**config.mk**
```make
export PLATFORM = sky130hd
export DESIGN_NAME = rect_blitter
export DESIGN_NICKNAME = d
export VERILOG_FILES = /design/src/rtl/blit_pkg.sv /design/src/rtl/blit_cmd_fifo.sv /design/src/rtl/blit_regfile.sv /design/src/rtl/blit_walker.sv /design/src/rtl/rect_blitter.sv
export SDC_FILE = /design/constraint.sdc
export NUM_CORES = 2
export LEC_CHECK = 0
export BUFFER_PORTS_ARGS = -buffer_cell sky130_fd_sc_hd__buf_2
export CORE_ASPECT_RATIO = 0.6
export CORE_MARGIN = 1.5
export CORE_UTILIZATION = 50
export DETAILED_ROUTE_END_ITERATION = 10
export PLACE_DENSITY = 0.66
export REMOVE_ABC_BUFFERS = 1
export SYNTH_ARGS = -nofsm -noshare
export SYNTH_HDL_FRONTEND = slang
export SYNTH_SLANG_ARGS = --single-unit
```
**constraint.sdc**
```tcl
create_clock -name clk -period 14 [get_ports clk]
set_clock_uncertainty 0.2 [all_clocks]
set_input_delay 0.7 -clock clk [delete_from_list [all_inputs] [get_ports clk]]
set_output_delay 0.7 -clock clk [all_outputs]
set_load 0.02 [all_outputs]
```
**src/rtl/blit_pkg.sv**
```systemverilog
package blit_pkg;
  typedef enum logic [1:0] {OP_NONE, OP_FILL, OP_COPY} op_e;

  localparam logic [7:0] ROP_SRC     = 8'hCC;
  localparam logic [7:0] ROP_PAT     = 8'hF0;
  localparam logic [3:0] BRUSH_SOLID = 4'd13;
  localparam logic [3:0] BRUSH_OFF   = 4'd15;
  localparam logic [2:0] SRC_RECT    = 3'd2;

  localparam logic [3:0] IX_DBASE = 4'd0;
  localparam logic [3:0] IX_DPIT  = 4'd1;
  localparam logic [3:0] IX_SBASE = 4'd2;
  localparam logic [3:0] IX_SPIT  = 4'd3;
  localparam logic [3:0] IX_CLTL  = 4'd4;
  localparam logic [3:0] IX_CLBR  = 4'd5;
  localparam logic [3:0] IX_SLIM  = 4'd6;
  localparam logic [3:0] IX_MODE  = 4'd7;
  localparam logic [3:0] IX_FG    = 4'd8;
  localparam logic [3:0] IX_DIR   = 4'd9;
  localparam logic [3:0] IX_SYX   = 4'd10;
  localparam logic [3:0] IX_DYX   = 4'd11;
  localparam logic [3:0] IX_SIZE  = 4'd12;

  typedef struct packed {
    logic [31:0] dbase, dpitch, sbase, spitch;
    logic [31:0] clip_tl, clip_br, slim;
    logic [31:0] mode, fg, dir;
    logic [31:0] syx, dyx, size;
  } cfg_t;

  function automatic op_e decode_op(logic [31:0] mode);
    if (mode[7:0] == ROP_PAT && mode[11:8] == BRUSH_SOLID) return OP_FILL;
    if (mode[7:0] == ROP_SRC && mode[11:8] == BRUSH_OFF && mode[14:12] == SRC_RECT)
      return OP_COPY;
    return OP_NONE;
  endfunction

  function automatic logic [15:0] walk_coord(logic [15:0] org, logic [15:0] ext,
                                             logic [15:0] idx, logic up);
    return up ? org + idx : org + ext - 16'd1 - idx;
  endfunction

  function automatic logic in_window(logic [15:0] x, logic [15:0] y,
                                     logic [31:0] tl, logic [31:0] br);
    return (x >= tl[15:0]) && (x <= br[15:0]) && (y >= tl[31:16]) && (y <= br[31:16]);
  endfunction

  function automatic logic [31:0] pix_addr(logic [31:0] base, logic [31:0] pitch,
                                           logic [15:0] x, logic [15:0] y);
    return base + {16'd0, y} * pitch + {16'd0, x};
  endfunction
endpackage

```
**src/rtl/blit_cmd_fifo.sv**
```systemverilog
module blit_cmd_fifo #(
  parameter int DEPTH = 16,
  parameter int W     = 36,
  localparam int CNT_W = $clog2(DEPTH + 1),
  localparam int PTR_W = $clog2(DEPTH)
) (
  input  logic             clk,
  input  logic             rst_n,
  input  logic             push,
  input  logic [W-1:0]     din,
  input  logic             pop,
  output logic [W-1:0]     dout,
  output logic             empty,
  output logic [CNT_W-1:0] free
);
  logic [W-1:0]     store [DEPTH];
  logic [PTR_W-1:0] wp, rp;
  logic [CNT_W-1:0] cnt;
  logic             full, do_push, do_pop;

  assign full    = (cnt == CNT_W'(DEPTH));
  assign empty   = (cnt == '0);
  assign do_push = push && !full;
  assign do_pop  = pop && !empty;
  assign dout    = store[rp];
  assign free    = CNT_W'(DEPTH) - cnt;

  always_ff @(posedge clk) begin
    if (!rst_n) begin
      wp <= '0; rp <= '0; cnt <= '0;
    end else begin
      if (do_push) begin
        store[wp] <= din;
        wp <= (wp == PTR_W'(DEPTH - 1)) ? '0 : wp + 1'b1;
      end
      if (do_pop) rp <= (rp == PTR_W'(DEPTH - 1)) ? '0 : rp + 1'b1;
      cnt <= cnt + CNT_W'(do_push) - CNT_W'(do_pop);
    end
  end


  full_drop_chk: assert property (@(posedge clk) disable iff (!rst_n)
    (full && push && !pop) |=> (free == '0));
endmodule

```
**src/rtl/blit_regfile.sv**
```systemverilog
module blit_regfile
  import blit_pkg::*;
(
  input  logic        clk,
  input  logic        rst_n,
  input  logic        apply,
  input  logic [3:0]  idx,
  input  logic [31:0] data,
  output cfg_t        cfg,
  output logic        launch
);
  always_ff @(posedge clk) begin
    if (!rst_n) begin
      cfg         <= '0;
      cfg.clip_br <= 32'h1FFF_1FFF;
      cfg.slim    <= 32'h1FFF_1FFF;
      cfg.dir     <= 32'h0000_001F;
      launch      <= 1'b0;
    end else begin
      launch <= apply && (idx == IX_SIZE);
      if (apply) begin
        case (idx)
          IX_DBASE: cfg.dbase   <= data;
          IX_DPIT:  cfg.dpitch  <= data;
          IX_SBASE: cfg.sbase   <= data;
          IX_SPIT:  cfg.spitch  <= data;
          IX_CLTL:  cfg.clip_tl <= data;
          IX_CLBR:  cfg.clip_br <= data;
          IX_SLIM:  cfg.slim    <= data;
          IX_MODE:  cfg.mode    <= data;
          IX_FG:    cfg.fg      <= data;
          IX_DIR:   cfg.dir     <= data;
          IX_SYX:   cfg.syx     <= data;
          IX_DYX:   cfg.dyx     <= data;
          IX_SIZE:  cfg.size    <= data;
          default: ;
        endcase
      end
    end
  end
endmodule

```
**src/rtl/blit_walker.sv**
```systemverilog
module blit_walker
  import blit_pkg::*;
#(
  parameter int ADDR_W = 16
) (
  input  logic              clk,
  input  logic              rst_n,
  input  logic              start,
  input  cfg_t              cfg,
  output logic              busy,
  output logic              mem_req,
  output logic              mem_we,
  output logic [ADDR_W-1:0] mem_addr,
  output logic [15:0]       mem_wdata,
  input  logic              mem_ready,
  input  logic              mem_rvalid,
  input  logic [15:0]       mem_rdata
);
  typedef enum logic [2:0] {S_IDLE, S_PIX, S_RDW, S_WR, S_FIN} st_e;
  st_e         st;
  op_e         op_q;
  logic [15:0] cx, cy, pix_q;
  logic        have_data;

  logic [15:0] w, h, dst_x, dst_y, src_x, src_y;
  logic        zero_sz, dst_ok, src_ok, vis, last, step, row_major;
  logic        wr_beat, rd_beat;
  logic [31:0] dst_a, src_a;

  assign w         = cfg.size[31:16];
  assign h         = cfg.size[15:0];
  assign zero_sz   = (w == 16'd0) || (h == 16'd0);
  assign row_major = cfg.dir[4];
  assign dst_x = walk_coord(cfg.dyx[15:0],  w, cx, cfg.dir[0]);
  assign dst_y = walk_coord(cfg.dyx[31:16], h, cy, cfg.dir[1]);
  assign src_x = walk_coord(cfg.syx[15:0],  w, cx, cfg.dir[2]);
  assign src_y = walk_coord(cfg.syx[31:16], h, cy, cfg.dir[3]);
  assign dst_a = pix_addr(cfg.dbase, cfg.dpitch, dst_x, dst_y);
  assign src_a = pix_addr(cfg.sbase, cfg.spitch, src_x, src_y);
  assign dst_ok = in_window(dst_x, dst_y, cfg.clip_tl, cfg.clip_br);
  assign src_ok = (op_q != OP_COPY) ||
                  ((src_x <= cfg.slim[15:0]) && (src_y <= cfg.slim[31:16]));
  assign vis   = dst_ok && src_ok;
  assign last  = (cx == w - 16'd1) && (cy == h - 16'd1);
  assign busy  = (st != S_IDLE);
  assign wr_beat = mem_req && mem_we && mem_ready;
  assign rd_beat = mem_req && !mem_we && mem_ready;

  always_comb begin
    mem_req = 1'b0; mem_we = 1'b0; mem_addr = '0; mem_wdata = '0; step = 1'b0;
    case (st)
      S_PIX: begin
        if (!vis) step = 1'b1;
        else if (op_q == OP_FILL) begin
          mem_req = 1'b1; mem_we = 1'b1; mem_addr = dst_a[ADDR_W-1:0];
          mem_wdata = cfg.fg[15:0]; step = mem_ready;
        end else begin
          mem_req = 1'b1; mem_addr = src_a[ADDR_W-1:0];
        end
      end
      S_WR: begin
        mem_req = 1'b1; mem_we = 1'b1; mem_addr = dst_a[ADDR_W-1:0];
        mem_wdata = pix_q; step = mem_ready;
      end
      default: ;
    endcase
  end

  always_ff @(posedge clk) begin
    if (!rst_n) begin
      st <= S_IDLE; op_q <= OP_NONE; cx <= '0; cy <= '0; pix_q <= '0;
      have_data <= 1'b0;
    end else begin
      if (mem_rvalid) have_data <= 1'b1;
      else if (wr_beat) have_data <= 1'b0;
      case (st)
        S_IDLE: if (start) begin
          op_q <= decode_op(cfg.mode);
          cx <= '0; cy <= '0;
          st <= (zero_sz || decode_op(cfg.mode) == OP_NONE) ? S_FIN : S_PIX;
        end
        S_PIX:  if (vis && op_q == OP_COPY && mem_ready) st <= S_RDW;
        S_RDW:  if (mem_rvalid) begin pix_q <= mem_rdata; st <= S_WR; end
        S_FIN:  st <= S_IDLE;
        default: ;
      endcase
      if (step) begin
        if (last) st <= S_IDLE;
        else begin
          st <= S_PIX;
          if (row_major) begin
            if (cx == w - 16'd1) begin cx <= '0; cy <= cy + 16'd1; end
            else cx <= cx + 16'd1;
          end else begin
            if (cy == h - 16'd1) begin cy <= '0; cx <= cx + 16'd1; end
            else cy <= cy + 16'd1;
          end
        end
      end
    end
  end


  idle_quiet_chk: assert property (@(posedge clk) disable iff (!rst_n)
    !busy |-> !mem_req);

  copy_order_chk: assert property (@(posedge clk) disable iff (!rst_n)
    (mem_req && mem_we && op_q == OP_COPY) |-> have_data);

  read_gap_chk: assert property (@(posedge clk) disable iff (!rst_n)
    rd_beat |=> !mem_req);

  clip_chk: assert property (@(posedge clk) disable iff (!rst_n)
    wr_beat |-> in_window(dst_x, dst_y, cfg.clip_tl, cfg.clip_br));

  zero_quiet_chk: assert property (@(posedge clk) disable iff (!rst_n)
    (start && !busy && zero_sz) |=> (busy && !mem_req));

  zero_end_chk: assert property (@(posedge clk) disable iff (!rst_n)
    (start && !busy && zero_sz) |=> ##1 !busy);
endmodule

```
**src/rtl/rect_blitter.sv**
```systemverilog
module rect_blitter
  import blit_pkg::*;
#(
  parameter int ADDR_W     = 16,
  parameter int FIFO_DEPTH = 16
) (
  input  logic              clk,
  input  logic              rst_n,
  input  logic              reg_wr,
  input  logic [3:0]        reg_idx,
  input  logic [31:0]       reg_wdata,
  output logic [31:0]       status,
  output logic              mem_req,
  output logic              mem_we,
  output logic [ADDR_W-1:0] mem_addr,
  output logic [15:0]       mem_wdata,
  input  logic              mem_ready,
  input  logic              mem_rvalid,
  input  logic [15:0]       mem_rdata
);
  localparam int CNT_W = $clog2(FIFO_DEPTH + 1);
  localparam int ENT_W = 4 + 32;

  logic [ENT_W-1:0] head;
  logic             q_empty, pop, launch, busy, active;
  logic [CNT_W-1:0] free;
  cfg_t             cfg;

  assign pop    = !q_empty && !busy && !launch;
  assign active = busy || launch;
  assign status = {active, 24'd0, 7'(free)};

  blit_cmd_fifo #(.DEPTH(FIFO_DEPTH), .W(ENT_W)) u_fifo (
    .clk, .rst_n, .push(reg_wr), .din({reg_idx, reg_wdata}), .pop,
    .dout(head), .empty(q_empty), .free
  );

  blit_regfile u_regs (
    .clk, .rst_n, .apply(pop), .idx(head[35:32]), .data(head[31:0]),
    .cfg, .launch
  );

  blit_walker #(.ADDR_W(ADDR_W)) u_walk (
    .clk, .rst_n, .start(launch), .cfg, .busy,
    .mem_req, .mem_we, .mem_addr, .mem_wdata, .mem_ready, .mem_rvalid, .mem_rdata
  );


  launch_active_chk: assert property (@(posedge clk) disable iff (!rst_n)
    launch |=> status[31]);
endmodule

```
==> impl_metrics.env <==
export IMPL_status="completed"
export IMPL_row_count=95
export IMPL_reg2reg_slack_ns=5.97
export IMPL_synth_edf_count=576
export IMPL_powerDensity_nw_per_um2=175
export IMPL_max_stage_delay_ns=0.62
export IMPL_htreeDepth=3
export IMPL_end_kind="output pin"
export IMPL_postSynthAreaPerCell_um2=11.6
export IMPL_clock_latency_ns=0.71
export IMPL_cp_max_fo=6
export IMPL_clkSlewWorstSetupHoldPaths_ns=0.06
export IMPL_syn2layout_area_growth_pct=9.22
export IMPL_die_h_um=264
export IMPL_async_flop_share=0
export IMPL_max_vdd_ir_drop_mv=0.138
export IMPL_vias_per_cell=5.67
export IMPL_worstReg2RegEnd="u_walk.cx[6]$_SDFF_PN0_"
export IMPL_power_frac_clock=0.230
export IMPL_p_int_uw=6440
export IMPL_design_portCount=123
export IMPL_rr_worst_depth=28
export IMPL_slew_violations=0
export IMPL_leakage_uw=0.0252
export IMPL_pwr_share_seq=0.307
export IMPL_first_pass_iters=6
export IMPL_cpMaxStageDelayCell="fa_1"
export IMPL_fillers=9377
export IMPL_cts_inserted_buffers=89
export IMPL_regArea_um2=24600
export IMPL_dieWidth_um=438
export IMPL_final_area_um2=62100
export IMPL_setup_violations_final=0
export IMPL_clockBufferDepth=3
export IMPL_ctsResizeCount=0
export IMPL_drive_above_1_share=0.113
export IMPL_arrival_ns=10.31
export IMPL_gp_congestion=0.950
export IMPL_totalPowerFinal_uw=10900
export IMPL_ys_warn_count=0
export IMPL_crit_start="u_regs.cfg[18]$_SDFFE_PN0P_"
export IMPL_root_buffer="clkbuf_16"
export IMPL_postPlaceCellArea_um2=59000
export IMPL_worstSetupEndpoint="mem_addr[15]"
export IMPL_power_switching_uw=4440
export IMPL_ys_seq_area_frac=0.432
export IMPL_grt_setup_unrepaired="no"
export IMPL_critical_path_required_ns=13.10
export IMPL_grt_pass1_wl_um=232000
export IMPL_tns_ns=0
export IMPL_synthCells=4890
export IMPL_grt_pass1_vias=35581
export IMPL_cts_sinks=939
export IMPL_p_comb_frac=0.464
export IMPL_final_util=0.553
export IMPL_synth_largest_area_cell="edfxtp_1"
export IMPL_ant_nets=0
export IMPL_ys_top_cells_by_count="663 x inv_1, 576 x edfxtp_1, 363 x dfxtp_1"
export IMPL_coreArea_um2=112000
export IMPL_max_freq_mhz=89.2
export IMPL_synth_most_common_cell="inv_1"
export IMPL_totalWireLength_um=156000
export IMPL_timing_rr_start="u_regs.cfg[18]$_SDFFE_PN0P_"
export IMPL_postCtsSetupRepairBufs=0
export IMPL_dieArea_um2=116000
export IMPL_grt_ovfl_total=0
export IMPL_hold_viol=0
export IMPL_drc_errors=0
export IMPL_post_route_period_util=0.801
export IMPL_ys_top_cells_by_area="edfxtp_1 30%, dfxtp_1 13%, fa_1 10%"
export IMPL_hold_class="in2reg"
export IMPL_synthFlopType="edfxtp_1"
export IMPL_period_needed_ns=11.21
export IMPL_critPathKind="reg2out"
export IMPL_synth_area_um2=56900
export IMPL_maxCapViolCount=0
export IMPL_vias=37003
export IMPL_synth_seq_cells=939
export IMPL_grt_use_total=0.270
export IMPL_synth_top_area_share=0.304
export IMPL_grt_max_degree=88
export IMPL_worst_pin_slew_ns=1.34
export IMPL_switching_share=0.408
export IMPL_cts_tree="built"
export IMPL_multiInputGateArea_um2=29100
export IMPL_maxSlewHeadroom=0.105
export IMPL_routedWlPerCell_um=23.8
export IMPL_antenna_found_initial=8
export IMPL_yosysUniqueCellTypes=99
export IMPL_port_buffers=96
export IMPL_drt_first_iter_violations=3572
export IMPL_start_kind="register"
export IMPL_post_dp_hpwl_um=109000
export IMPL_initial_utilization=0.506
export IMPL_nets=5627
==> power groups by stage <==
stage | Combinational, uW | Clock (uW) | Sequential (uW)
final | 5040 | 2500 | 3340
after global routing | 5480 | 2640 | 3360
after detailed placement | 4930 | 0 | 3390
after global placement | 4860 | 0 | 3390
after floorplan | 3380 | 0 | 3440
after CTS | 4960 | 2540 | 3340
==> layout by cell type (no fill, tap or decap), types with 59 or more instances in the layout <==
cell / n
mux2i_1: 245
buf_4: 67
mux4_2: 180
buf_2: 95
a21oi_1: 145
dfxtp_1: 359
nor2_1: 120
nor2b_1: 254
a21o_1: 59
ha_1: 337
inv_1: 663
o211ai_1: 61
xnor2_1: 152
o21ai_0: 81
xor2_1: 65
edfxtp_1: 576
nand2_1: 335
fa_1: 285
nand3_1: 69
clkbuf_16: 90
and2_1: 143
==> worst max-delay path: cells and delay by family, from the launching register on <==
kind	cells	cell delay [ns]
xor+xnor	11	2.62
mux	1	0.29
fa+ha+maj	7	3.29
flops	1	0.41
compound gates	12	2.53
buf+inv	3	0.48
==> how the worst min path moves through the flow <==
stage                                       from                      endpoint  slack (ns)  depth (start not counted)
CTS                                 mem_rdata[1]  u_walk.pix_q[1]$_SDFFE_PN0P_       0.005                          3
finish                              mem_rdata[1]  u_walk.pix_q[1]$_SDFFE_PN0P_        0.04                          3
global route                        mem_rdata[1]  u_walk.pix_q[1]$_SDFFE_PN0P_        0.04                          3
global placement    u_walk.pix_q[7]$_SDFFE_PN0P_  u_walk.pix_q[7]$_SDFFE_PN0P_        0.25                          2
floorplan           u_regs.cfg[205]$_SDFFE_PN0P_  u_regs.cfg[205]$_SDFFE_PN0P_        0.24                          2
detailed placement  u_walk.pix_q[9]$_SDFFE_PN0P_  u_walk.pix_q[9]$_SDFFE_PN0P_        0.26                          2
==> metrics by stage <==
| stage | setup WS (ns) | std cells | hold slack [ns] |
|---|---|---|---|
| after floorplan | 3.92 | 4682 | 0.243 |
| after global placement | 3.83 | 6348 | 0.251 |
| after detailed placement | 3.64 | 6348 | 0.258 |
| after CTS | 2.87 | 6525 | 0.00475 |
| after global routing | 2.30 | 6527 | 0.0448 |
| final | 2.79 | 6527 | 0.0443 |
==> cell type report <==
cell class | count | area share
flip-flops and latches | 939 | 0.396
diodes | 2 | 0.0000806
repair buffers | 175 | 0.0179
clock inverters | 55 | 0.0101
well taps | 1503 | 0.0303
clock buffers | 110 | 0.0381
multi-input cells | 3076 | 0.468
inverters | 667 | 0.0403
==> sequential cells by signal (all words and copies together), names as in the netlist, 2 cells and up, named ones only <==
signal,cells
u_walk.cy,16
u_walk.pix_q,16
u_walk.op_q,2
u_fifo.store,576
u_fifo.rp,4
u_walk.cx,16
u_regs.cfg,292
u_fifo.wp,4
u_fifo.cnt,5
u_walk.st,3
==> per-layer routing <==
layer  GRT usage  share of wire  wire length, um
met3      0.0895           0.11            17800
met1       0.426           0.48            74100
met2       0.360           0.40            61600
met4      0.0465          0.013             2020
met5           0       0.000084               13
==> cells by family (layout without fill, tap and decap cells) <==
family | count (synthesis) | in the layout | share of synthesized area
flops | 939 | 939 | 0.432
other cells | 1 | 28 | 0.0000659
xor+xnor | 228 | 228 | 0.0377
buf+inv | 900 | 1007 | 0.0621
fa+ha+maj | 622 | 622 | 0.174
compound gates | 622 | 622 | 0.0727
simple gates | 1144 | 1144 | 0.105
mux | 434 | 434 | 0.116
==> what timing repair did <==
item | in CTS | in global routing
hold buffers | 12 | 0
endpoints found under the setup margin | 0 | 0
hold endpoints to repair | 12 | 0
No activity file was read; power rests on OpenSTA's default activity.
